`config.mk`:
```
export PLATFORM = sky130hd
export DESIGN_NAME = mltx_top
export DESIGN_NICKNAME = d
export VERILOG_FILES = /design/src/rtl/mltx_pkg.sv /design/src/rtl/mltx_baud.sv /design/src/rtl/mltx_rr.sv /design/src/rtl/mltx_lane.sv /design/src/rtl/mltx_top.sv
export SDC_FILE = /design/constraint.sdc
export NUM_CORES = 2
export LEC_CHECK = 0
export ABC_CLOCK_PERIOD_IN_PS = 6800
export BUFFER_PORTS_ARGS = -buffer_cell sky130_fd_sc_hd__buf_2
export CORE_ASPECT_RATIO = 1.5
export CORE_UTILIZATION = 37
export DETAILED_ROUTE_END_ITERATION = 12
export MAX_ROUTING_LAYER = met4
export PLACE_DENSITY = 0.55
export SYNTH_ARGS = -nofsm -noshare
export SYNTH_HDL_FRONTEND = slang
export SYNTH_HIERARCHICAL = 1
export SYNTH_SLANG_ARGS = --single-unit
export TNS_END_PERCENT = 30
```
`constraint.sdc`:
```
create_clock -name clk -period 6.8 [get_ports clk]
set_clock_uncertainty 0.2 [all_clocks]
set_input_delay 0.68 -clock clk [delete_from_list [all_inputs] [get_ports clk]]
set_output_delay 0.68 -clock clk [all_outputs]
set_load 0.005 [all_outputs]
```
`src/rtl/mltx_pkg.sv`:
```
package mltx_pkg;

  typedef enum logic [1:0] {
    SEL_ADDR  = 2'd0,
    SEL_COUNT = 2'd1,
    SEL_START = 2'd2,
    SEL_CLEAR = 2'd3
  } cfg_sel_e;

  typedef enum logic [1:0] {
    FS_IDLE = 2'd0,
    FS_REQ  = 2'd1,
    FS_DATA = 2'd2
  } fetch_state_e;

endpackage

```
`src/rtl/mltx_baud.sv`:
```
module mltx_baud #(
  parameter int DIV = 16
) (
  input  logic clk,
  input  logic rst,
  output logic tick
);
  localparam int CW = (DIV > 1) ? $clog2(DIV) : 1;

  logic [CW-1:0] cnt;

  always_ff @(posedge clk) begin
    if (rst) begin
      cnt  <= '0;
      tick <= 1'b0;
    end else begin
      tick <= (cnt == CW'(DIV - 1));
      if (cnt == CW'(DIV - 1)) cnt <= '0;
      else                     cnt <= cnt + 1'b1;
    end
  end
endmodule

```
`src/rtl/mltx_rr.sv`:
```
module mltx_rr #(
  parameter int N = 16
) (
  input  logic                             clk,
  input  logic                             rst,
  input  logic [N-1:0]                     req,
  input  logic                             adv,
  output logic [((N > 1) ? $clog2(N) : 1)-1:0] pick,
  output logic                             any
);
  localparam int IW = (N > 1) ? $clog2(N) : 1;

  logic [IW-1:0] ptr;

  // smallest offset from the pointer wins: scan downward so it is written last
  always_comb begin
    int cand;
    any  = 1'b0;
    pick = ptr;
    for (int off = N - 1; off >= 0; off--) begin
      cand = int'(ptr) + off;
      if (cand >= N) cand = cand - N;
      if (req[cand]) begin
        any  = 1'b1;
        pick = IW'(cand);
      end
    end
  end

  always_ff @(posedge clk) begin
    if (rst) ptr <= '0;
    else if (adv) ptr <= (pick == IW'(N - 1)) ? '0 : pick + 1'b1;
  end
endmodule

```
`src/rtl/mltx_lane.sv`:
```
module mltx_lane #(
  parameter int ADDR_W = 16,
  parameter int CNT_W  = 16,
  parameter int DATA_W = 8
) (
  input  logic              clk,
  input  logic              rst,
  input  logic              wr_addr,
  input  logic              wr_cnt,
  input  logic [ADDR_W-1:0] addr_in,
  input  logic [CNT_W-1:0]  cnt_in,
  input  logic              start,
  input  logic              clear,
  input  logic              sel,
  input  logic              grant,
  input  logic              fill,
  input  logic [DATA_W-1:0] rdata,
  input  logic              tick,
  input  logic              two_stop,
  output logic              need,
  output logic [ADDR_W-1:0] cur_addr,
  output logic              tx,
  output logic              active,
  output logic              done
);
  localparam int SH_W = DATA_W + 2;
  localparam int BL_W = $clog2(DATA_W + 3);

  logic [CNT_W-1:0]  cnt;
  logic              pend;
  logic              buf_full;
  logic [DATA_W-1:0] buf_q;
  logic [SH_W-1:0]   shreg;
  logic [BL_W-1:0]   bits_left;
  logic              finish;

  assign need   = active && (cnt != '0) && !pend && !buf_full;
  assign finish = active && (cnt == '0) && !pend && !buf_full &&
                  (bits_left == '0) && tick;

  always_ff @(posedge clk) begin
    if (rst) begin
      cur_addr  <= '0;
      cnt       <= '0;
      active    <= 1'b0;
      done      <= 1'b0;
      pend      <= 1'b0;
      buf_full  <= 1'b0;
      buf_q     <= '0;
      shreg     <= '1;
      bits_left <= '0;
      tx        <= 1'b1;
    end else begin
      // software loads, only while idle
      if (wr_addr && !active) cur_addr <= addr_in;
      if (wr_cnt && !active)  cnt      <= cnt_in;
      if (grant) begin
        cur_addr <= cur_addr + 1'b1;
        cnt      <= cnt - 1'b1;
      end

      // fetch bookkeeping
      if (sel) pend <= 1'b1;
      if (fill) begin
        pend     <= 1'b0;
        buf_full <= 1'b1;
        buf_q    <= rdata;
      end

      // serializer on the shared bit tick
      if (tick) begin
        if (bits_left != '0) begin
          tx        <= shreg[0];
          shreg     <= {1'b1, shreg[SH_W-1:1]};
          bits_left <= bits_left - 1'b1;
        end else if (buf_full) begin
          tx        <= 1'b0;
          shreg     <= {2'b11, buf_q};
          bits_left <= two_stop ? BL_W'(DATA_W + 2) : BL_W'(DATA_W + 1);
          buf_full  <= 1'b0;
        end else begin
          tx <= 1'b1;
        end
      end

      // start, clear, completion
      if (start && !active) begin
        if (cnt == '0) done   <= 1'b1;
        else           active <= 1'b1;
      end
      if (clear) done <= 1'b0;
      if (finish) begin
        active <= 1'b0;
        done   <= 1'b1;
      end
    end
  end
endmodule

```
`src/rtl/mltx_top.sv`:
```
module mltx_top #(
  parameter int NUM_LINES = 16,
  parameter int ADDR_W    = 16,
  parameter int CNT_W     = 16,
  parameter int DATA_W    = 8,
  parameter int BAUD_DIV  = 16,
  localparam int LINE_W   = (NUM_LINES > 1) ? $clog2(NUM_LINES) : 1,
  localparam int AC_W     = (ADDR_W > CNT_W) ? ADDR_W : CNT_W,
  localparam int WD_W     = (AC_W > NUM_LINES) ? AC_W : NUM_LINES
) (
  input  logic                 clk,
  input  logic                 rst,
  input  logic                 cfg_we,
  input  logic [1:0]           cfg_sel,
  input  logic [LINE_W-1:0]    cfg_line,
  input  logic [WD_W-1:0]      cfg_wdata,
  input  logic                 two_stop,
  output logic                 mem_req,
  output logic [ADDR_W-1:0]    mem_addr,
  input  logic                 mem_grant,
  input  logic [DATA_W-1:0]    mem_rdata,
  output logic [NUM_LINES-1:0] tx_line,
  output logic [NUM_LINES-1:0] line_active,
  output logic [NUM_LINES-1:0] line_done,
  output logic                 irq
);
  import mltx_pkg::*;

  logic                 tick;
  logic [NUM_LINES-1:0] need;
  logic [LINE_W-1:0]    pick;
  logic                 any_need;
  logic                 issue;
  logic [ADDR_W-1:0]    lane_addr [NUM_LINES];
  fetch_state_e         fstate;
  logic [LINE_W-1:0]    fsel;

  mltx_baud #(.DIV(BAUD_DIV)) u_baud (
    .clk (clk),
    .rst (rst),
    .tick(tick)
  );

  mltx_rr #(.N(NUM_LINES)) u_rr (
    .clk (clk),
    .rst (rst),
    .req (need),
    .adv (issue),
    .pick(pick),
    .any (any_need)
  );

  assign issue = (fstate == FS_IDLE) && any_need;

  generate
    for (genvar i = 0; i < NUM_LINES; i++) begin : g_lane
      logic is_cfg;
      assign is_cfg = cfg_we && (cfg_line == LINE_W'(i));

      mltx_lane #(
        .ADDR_W(ADDR_W),
        .CNT_W (CNT_W),
        .DATA_W(DATA_W)
      ) u_lane (
        .clk     (clk),
        .rst     (rst),
        .wr_addr (is_cfg && (cfg_sel == SEL_ADDR)),
        .wr_cnt  (is_cfg && (cfg_sel == SEL_COUNT)),
        .addr_in (cfg_wdata[ADDR_W-1:0]),
        .cnt_in  (cfg_wdata[CNT_W-1:0]),
        .start   (cfg_we && (cfg_sel == SEL_START) && cfg_wdata[i]),
        .clear   (cfg_we && (cfg_sel == SEL_CLEAR) && cfg_wdata[i]),
        .sel     (issue && (pick == LINE_W'(i))),
        .grant   ((fstate == FS_REQ) && mem_grant && (fsel == LINE_W'(i))),
        .fill    ((fstate == FS_DATA) && (fsel == LINE_W'(i))),
        .rdata   (mem_rdata),
        .tick    (tick),
        .two_stop(two_stop),
        .need    (need[i]),
        .cur_addr(lane_addr[i]),
        .tx      (tx_line[i]),
        .active  (line_active[i]),
        .done    (line_done[i])
      );
    end
  endgenerate

  // single outstanding read, shared by all lines
  always_ff @(posedge clk) begin
    if (rst) begin
      fstate   <= FS_IDLE;
      fsel     <= '0;
      mem_req  <= 1'b0;
      mem_addr <= '0;
    end else begin
      case (fstate)
        FS_IDLE: if (any_need) begin
          fsel     <= pick;
          mem_addr <= lane_addr[pick];
          mem_req  <= 1'b1;
          fstate   <= FS_REQ;
        end
        FS_REQ: if (mem_grant) begin
          mem_req <= 1'b0;
          fstate  <= FS_DATA;
        end
        default: fstate <= FS_IDLE;
      endcase
    end
  end

  always_ff @(posedge clk) begin
    if (rst) irq <= 1'b0;
    else     irq <= |line_done;
  end
endmodule

```
## After elaboration in Yosys (flattened, before gate mapping)

Cells that the tools add are included.

- Bits in registers: 977
- Bits of input ports: 35
- Word-level logic and storage cells: 1338

- Add/subtract/negate cells: 81
- Order comparisons: 33
- Equal/unequal tests: 53
- Muxes and demuxes: 395
- Bitwise operators: 17
- Reduce and logical (&&, ||, !) cells: 591

Operator list:

| operator | count |
|---|---|
| $mux 16 | 66 |
| $lt 32x6->1 const B | 16 |
| $mux 32 | 16 |
| $ge 32x6->1 const B | 15 |
| $sub 32x6->32 const B | 15 |
| $mux 10 | 32 |
| $logic_and 1x1->1 | 308 |
| $add 16x1->16 const B | 16 |
| $logic_not 16->1 | 16 |
| $reduce_bool 16->1 | 16 |
| $sub 16x1->16 const B | 16 |
| $mux 1 | 210 |
| $mux 4 | 49 |
| $eq 4x4->1 const B | 25 |
| $reduce_and 2->1 | 50 |
| $reduce_bool 2->1 | 49 |
| $reduce_bool 3->1 | 32 |
| $logic_not 4->1 | 19 |
| $reduce_or 2->1 | 33 |
| $bmux 1 s4 | 16 |
| $bmux 16 s4 | 1 |
| $reduce_bool 4->1 | 16 |
| $sub 4x1->4 const B | 16 |
| $eq 4x3->1 const B | 12 |
| other kinds (22) | 110 |

## Longest topological paths before layout

- Depth after elaboration: 27
- Depth in mapped cells: 21
- Depth with buffers taken out: 19

## Cells and area by module

Netlist, hierarchy kept.

Modules (own cells, without submodules):

| module | instances | cells an instance | area an instance (sq um) | sequential area each (sq um) |
|---|---|---|---|---|
| mltx_lane (g_lane[0].u_lane ...) | 14 | 366 | 3004.1 | 1141.1 |
| mltx_top | 1 | 410 | 3594.7 | 480.5 |
| mltx_lane (g_lane[7].u_lane) | 1 | 359 | 2926.6 | 1141.1 |
| mltx_lane (g_lane[14].u_lane) | 1 | 353 | 2917.8 | 1141.1 |
| mltx_rr | 1 | 274 | 2387.3 | 80.1 |
| mltx_baud | 1 | 17 | 188.9 | 100.1 |

## Worst setup path before layout

Ideal clock, no wire load.

- Path type: register to register
- From: register u_rr.ptr[1]
- To: register g_lane[0].u_lane.pend
- Library setup time: 0.079 ns
- Arrival time: 5.225 ns
- Data required time: 6.521 ns
- Slack: 1.296 ns
- Cell stages (with the launch flop): 20
- Cell sequence: dfxtp_1 -> clkbuf_1 -> clkinv_1 -> ha_1 -> buf_6 -> mux2_2 -> mux4_2 -> mux2_4 -> or3b_1 -> a211o_1 -> a311o_1 -> a41o_1 -> buf_6 -> buf_12 -> buf_8 -> buf_6 -> or3_1 -> nor3_1 -> nor2_1 -> nor3_1

- Cells in the longest elaborated chain, start to end: 24

RTL lines:

| what | RTL line | RTL |
|---|---|---|
| start, declared | mltx_rr.sv:13 | `logic [IW-1:0] ptr;` |
| start signal, assigned | mltx_rr.sv:32 | `else if (adv) ptr <= (pick == IW'(N - 1)) ? '0 : pick + 1'b1;` |
| $add 4x4->5 | mltx_rr.sv:21 | `cand = int'(ptr) + off;` |
| $sub 32x6->32 / $ge 32x6->1 (equally long branches) | mltx_rr.sv:22 | `if (cand >= N) cand = cand - N;` |
| $mux 32 | mltx_rr.sv:22 |  |
| $bmux 1 s4 | mltx_rr.sv:23 | `if (req[cand]) begin` |
| $mux 1 (not written as such) (2 in a row) | mltx_rr.sv:23 |  |
| $mux 4 (15 in a row) | mltx_rr.sv:23 |  |
| $mux 4 (*) | mltx_rr.sv:23 |  |
| via pick[1] | mltx_top.sv:31 | `logic [LINE_W-1:0] pick;` |
| $logic_not 4->1 (*) | mltx_top.sv:73 | `.sel (issue && (pick == LINE_W'(i))),` |
| $logic_and 1x1->1 (*) | mltx_top.sv:73 |  |
| end signal, assigned | mltx_lane.sv:47 | `pend <= 1'b0;` |
| end signal, assigned | mltx_lane.sv:63 | `if (sel) pend <= 1'b1;` |
| end signal, assigned | mltx_lane.sv:65 | `pend <= 1'b0;` |
| end, declared | mltx_lane.sv:30 | `logic pend;` |

The timed path passes the listed nets; every way through them passes the cells marked *. The select of a mux whose other input is x is not followed.
A chain may end at the register's enable or synchronous reset.

## Worst setup path in the final report

- From: register g_lane[7].u_lane.cnt[2]
- To: register mem_addr[13]

- Cells in the longest elaborated chain, start to end: 27

RTL lines:

| what | RTL line | RTL |
|---|---|---|
| start, declared | mltx_lane.sv:29 | `logic [CNT_W-1:0] cnt;` |
| start signal, assigned | mltx_lane.sv:56 | `if (wr_cnt && !active) cnt <= cnt_in;` |
| start signal, assigned | mltx_lane.sv:59 | `cnt <= cnt - 1'b1;` |
| $reduce_bool 16->1 (*) | mltx_lane.sv:37 | `assign need = active && (cnt != '0) && !pend && !buf_full;` |
| $logic_and 1x1->1 (*) (3 in a row) | mltx_lane.sv:37 |  |
| via need[7] | mltx_top.sv:30 | `logic [NUM_LINES-1:0] need;` |
| $bmux 1 s4 | mltx_rr.sv:23 |  |
| $mux 1 (not written as such) (2 in a row) | mltx_rr.sv:23 |  |
| $mux 4 (15 in a row) | mltx_rr.sv:23 |  |
| $mux 4 (*) | mltx_rr.sv:23 |  |
| via pick[1] | mltx_top.sv:31 |  |
| $not 4->5 (not written as such) (*) | mltx_top.sv:99 | `mem_addr <= lane_addr[pick];` |
| $bmux 16 s4 (*) | mltx_top.sv:99 |  |
| $mux 16 (not written as such) (*) (2 in a row) | mltx_top.sv:99 |  |
| end signal, assigned | mltx_top.sv:99 |  |
| end, declared | mltx_top.sv:19 | `output logic [ADDR_W-1:0] mem_addr,` |

Marks and branches as above.

==> impl_table.tex <==
\begin{tabular}{lr}
\hline
Metric & Value \\
\hline
\multicolumn{2}{l}{\textbf{Power}} \\
\quad Total leakage power & 0.0192 uW \\
\quad Maximum VDD drop & 0.000181 V \\
\quad Power Dens Cells & 205 nW/um2 \\
\multicolumn{2}{l}{\textbf{Clock tree}} \\
\quad Clock tree buffer depth & 3 \\
\quad Count of H-tree levels built during CTS & 3 \\
\quad CTS buffer count & 100 \\
\quad Reg clk slew, reported paths & 0.07 ns \\
\quad Number of clock sinks seen by CTS & 945 \\
\quad Post-CTS Repair Setup Buffers & 0 \\
\quad \# hold bufs at CTS & 0 \\
\quad TritonCTS clock tree & built \\
\quad CTS root buffer & sky130\_fd\_sc\_hd\_\_clkbuf\_16 \\
\quad Source-to-sink clock delay at the later pin of the worst-skew pair & 0.76 ns \\
\quad \# resized after CTS & 0 \\
\multicolumn{2}{l}{\textbf{STA}} \\
\quad Relative max-transition margin & 0.210 \\
\quad Final period utilization & 0.924 \\
\quad Worst Hold Slack & 0.178 ns \\
\quad Total Negative Setup Slacks & 0 ns \\
\quad Setup repair after global routing missed its margin & false \\
\quad Hold violation total from the final report & 0 \\
\quad Worst Max-Slew Pin Slew & 1.18 ns \\
\quad Final worst path period need & 6.28 ns \\
\quad Number of max-slew violations in the final report & 0 \\
\quad Final setup fails & 0 \\
\quad Top achievable clock speed & 159 MHz \\
\multicolumn{2}{l}{\textbf{Job}} \\
\quad Count of max-cap constraint violations & 0 \\
\multicolumn{2}{l}{\textbf{Floorplan}} \\
\quad Core Rows & 171 \\
\quad Die area & 148000 um2 \\
\quad Die Span Y & 470 um \\
\quad DIE WIDTH & 314 um \\
\quad Placeable core area & 145000 um2 \\
\quad Initial Utilization & 0.373 \\
\quad Number of ports placed on the die boundary & 101 \\
\multicolumn{2}{l}{\textbf{Final layout}} \\
\quad Commonest non-fill, non-tap cell in the layout & sky130\_fd\_sc\_hd\_\_dfxtp\_1 \\
\quad Growth of design area from synthesis to finish & 10.4\% \\
\quad Share of final-layout standard cells stronger than drive strength 1 & 0.107 \\
\quad Final Net Count & 6558 \\
\quad Commonest cells after routing, fill and taps aside & sky130\_fd\_sc\_hd\_\_dfxtp\_1 (944), sky130\_fd\_sc\_hd\_\_nor2\_1 (695), sky130\_fd\_sc\_hd\_\_nand2\_1 (693), sky130\_fd\_sc\_hd\_\_a21oi\_1 (481), sky130\_fd\_sc\_hd\_\_mux2i\_1 (245) \\
\multicolumn{2}{l}{\textbf{Worst hold path}} \\
\quad Hold Startpoint & cfg\_wdata[14] \\
\quad Type of the worst min-delay path & in2reg \\
\multicolumn{2}{l}{\textbf{Synth}} \\
\quad Gate count after technology mapping & 6537 \\
\quad Main synth FF type & sky130\_fd\_sc\_hd\_\_dfxtp\_1 \\
\quad Syn Nets & 6645 \\
\quad Number of library cell types mapped by synthesis & 106 \\
\quad Portion of the post-synthesis area used by sequential elements & 0.350 \\
\quad Count of flip-flops with a built-in enable after synthesis & 0 \\
\quad Yosys synthesis warning count & 6 \\
\quad Seq cells post-synth & 945 \\
\quad Cell area after synthesis & 54100 um2 \\
\quad Post-synthesis area per instance & 8.27 um2 \\
\quad FFs w/ async S/R, synth & 0 \\
\multicolumn{2}{l}{\textbf{Critical path}} \\
\quad Critical path start-end classification & reg2reg \\
\quad Worst path bufs/invs & 2 \\
\quad Arrival time at the worst endpoint & 6.74 ns \\
\quad First element of the critical path & g\_lane[7].u\_lane/cnt[2] \\
\quad Kind of end point of the critical path & flip-flop \\
\quad Maximum fanout along the worst path & 28 \\
\quad CP peak stage delay & 0.53 ns \\
\quad Top Family by Delay on Critical Path & simple AND/OR/NAND/NOR gates \\
\quad Startpoint Class & flip-flop \\
\quad Slowest stage cell on the critical path & sky130\_fd\_sc\_hd\_\_nor4\_1 \\
\quad Required time at the worst-slack endpoint & 7.26 ns \\
\quad Startpoint of the worst-slack reg-to-reg timing path & g\_lane[7].u\_lane/cnt[2] \\
\quad Cells along the critical path & nor4\_1 -> nand4\_1 -> and3\_1 -> mux2\_1 -> mux4\_2 -> mux2\_4 -> or3b\_1 -> a211o\_1 -> a311o\_1 -> a41o\_4 -> buf\_12 -> buf\_12 -> mux2i\_1 -> o22ai\_1 -> a211oi\_1 -> a211oi\_1 \\
\multicolumn{2}{l}{\textbf{Global routing}} \\
\quad Vias in the first global route & 48900 \\
\quad Maximum number of pins on one net before global-route repair & 152 \\
\quad Met3 demand-to-capacity share in global routing & 0.0459 \\
\quad Gr usage total & 0.294 \\
\quad Antenna violations before repair & 16 \\
\quad GR met1 Demand/Resource & 0.330 \\
\quad Wire length of the first global-routing pass & 319000 um \\
\quad Met2 capacity usage during global routing & 0.472 \\
\quad Total grt overflow & 0 \\
\quad GR peak layer & met2 \\
\multicolumn{2}{l}{\textbf{Routing}} \\
\quad Initial detailed-routing violation count & 4524 \\
\quad First drt pass iteration count & 9 \\
\quad Number of DRC violations after detailed routing & 0 \\
\quad Post-DR vias/cell & 6.20 \\
\quad Antenna Nets Post-Route & 0 \\
\quad Overall routed net length & 218000 um \\
\quad Routed wire per std cell & 25.8 um \\
\quad Via count of the routed design & 52400 \\
\multicolumn{2}{l}{\textbf{Place}} \\
\quad Half-perimeter wire length after detailed placement & 153000 um \\
\quad Final Wtd Congestion & 1.02 \\
\quad Number of buffers added on ports & 100 \\
\multicolumn{2}{l}{\textbf{Outcome}} \\
\quad Result of the run & completed \\
\hline
\end{tabular}
==> synth_stat cells (120+ instances only) <==
library cell               number  area share
sky130_fd_sc_hd__a21oi_1      481       0.045
sky130_fd_sc_hd__or3_1        122       0.014
sky130_fd_sc_hd__a211oi_1     195       0.027
sky130_fd_sc_hd__nand3_1      212       0.020
sky130_fd_sc_hd__nand2b_1     134       0.016
sky130_fd_sc_hd__clkbuf_1     220       0.015
sky130_fd_sc_hd__dfxtp_1      945        0.35
sky130_fd_sc_hd__nand2_1      693       0.048
sky130_fd_sc_hd__nor2_1       716       0.050
sky130_fd_sc_hd__mux2i_1      245       0.045
sky130_fd_sc_hd__o21ai_0      169       0.016
sky130_fd_sc_hd__inv_1        159       0.011
sky130_fd_sc_hd__a211o_1      145       0.023
sky130_fd_sc_hd__a31oi_1      140       0.016
sky130_fd_sc_hd__nor3_1       120       0.011
==> final timing paths <==
path	depth (start not counted)	slack [ns]	to
max	16	0.52	mem_addr[13]
min	3	0.18	g_lane[8].u_lane/cnt[14]
max reg2reg	16	0.52	mem_addr[13]
min reg2reg	1	0.26	g_lane[12].u_lane/shreg[0]
==> sequential cells by signal, indices dropped and copies added (netlist names) <==
name and count:
g_lane.u_lane/done 16, g_lane.u_lane/buf_full 16, g_lane.u_lane/bits_left 64, u_baud/cnt 4, g_lane.u_lane/tx 16, mem_addr 16, u_baud/tick 1, fstate 2
g_lane.u_lane/pend 16, g_lane.u_lane/active 16, irq 1, g_lane.u_lane/cur_addr 256, u_rr/ptr 4, mem_req 1, g_lane.u_lane/buf_q 128, fsel 4
g_lane.u_lane/shreg 128, g_lane.u_lane/cnt 256
==> worst reg2reg max path, delay by kind of cell, from the launching register on <==
kind	cells	cell delay (ns)
buffers and inverters	2	0.49
AO/OA/AOI/OAI	6	1.86
flip-flops	1	0.34
multiplexers	4	1.35
AND/OR/NAND/NOR	4	1.96
==> area by class of cell <==
type                            count  area (um2)
Clock buffer                      142        2920
Tap cell                         1903        2380
Fill cell                       14600       85200
Clock inverter                     45         707
Antenna cell                       12        30.0
Sequential cell                   945       18900
Multi-Input combinational cell   5024       32700
Inverter                          165         619
Timing Repair Buffer              214        1460
==> layer usage <==
layer | routed length, um | part of all wire | vias to the layer above
met5 | 0 | 0 | -
met1 | 84400 | 0.39 | 25600
met2 | 102000 | 0.47 | 1909
li1 | - | - | 24400
met4 | 17700 | 0.081 | 0
met3 | 13100 | 0.060 | 595
==> power breakdown <==
| part | total [uW] | internal, uW | leakage (uW) | switching (uW) |
|---|---|---|---|---|
| registers | 5600 | 5550 | 0.00762 | 42.3 |
| clock network | 6150 | 3640 | 0.00177 | 2500 |
| logic | 514 | 106 | 0.00976 | 407 |
==> cell families (layout without fill, tap and decap cells) <==
kind of cell,after synthesis,after routing,synth area share
flip-flops,945,945,0.350
AO/OA/AOI/OAI,1714,1714,0.219
adder cells (fa/ha/maj),73,73,0.0169
multiplexers,389,389,0.0914
buffers and inverters,568,566,0.0490
XOR/XNOR,33,33,0.00548
AND/OR/NAND/NOR,2815,2815,0.269
other,0,12,0
==> stage by stage <==
stage | total power, uW | std cells | worst slack, ns | area [um2] | util
after floorplan | 5920 | 6537 | 1.30 | 54100 | -
after global placement | 6230 | 8251 | 0.699 | 56000 | 0.387
after detailed placement | 6230 | 8251 | 0.659 | 56000 | 0.387
after CTS | 12400 | 8438 | 0.637 | 59700 | 0.412
after global routing | 12600 | 8444 | 0.391 | 59700 | 0.412
final | 12300 | 8450 | 0.518 | 59700 | 0.412
Power figures use the tool's default switching activity.
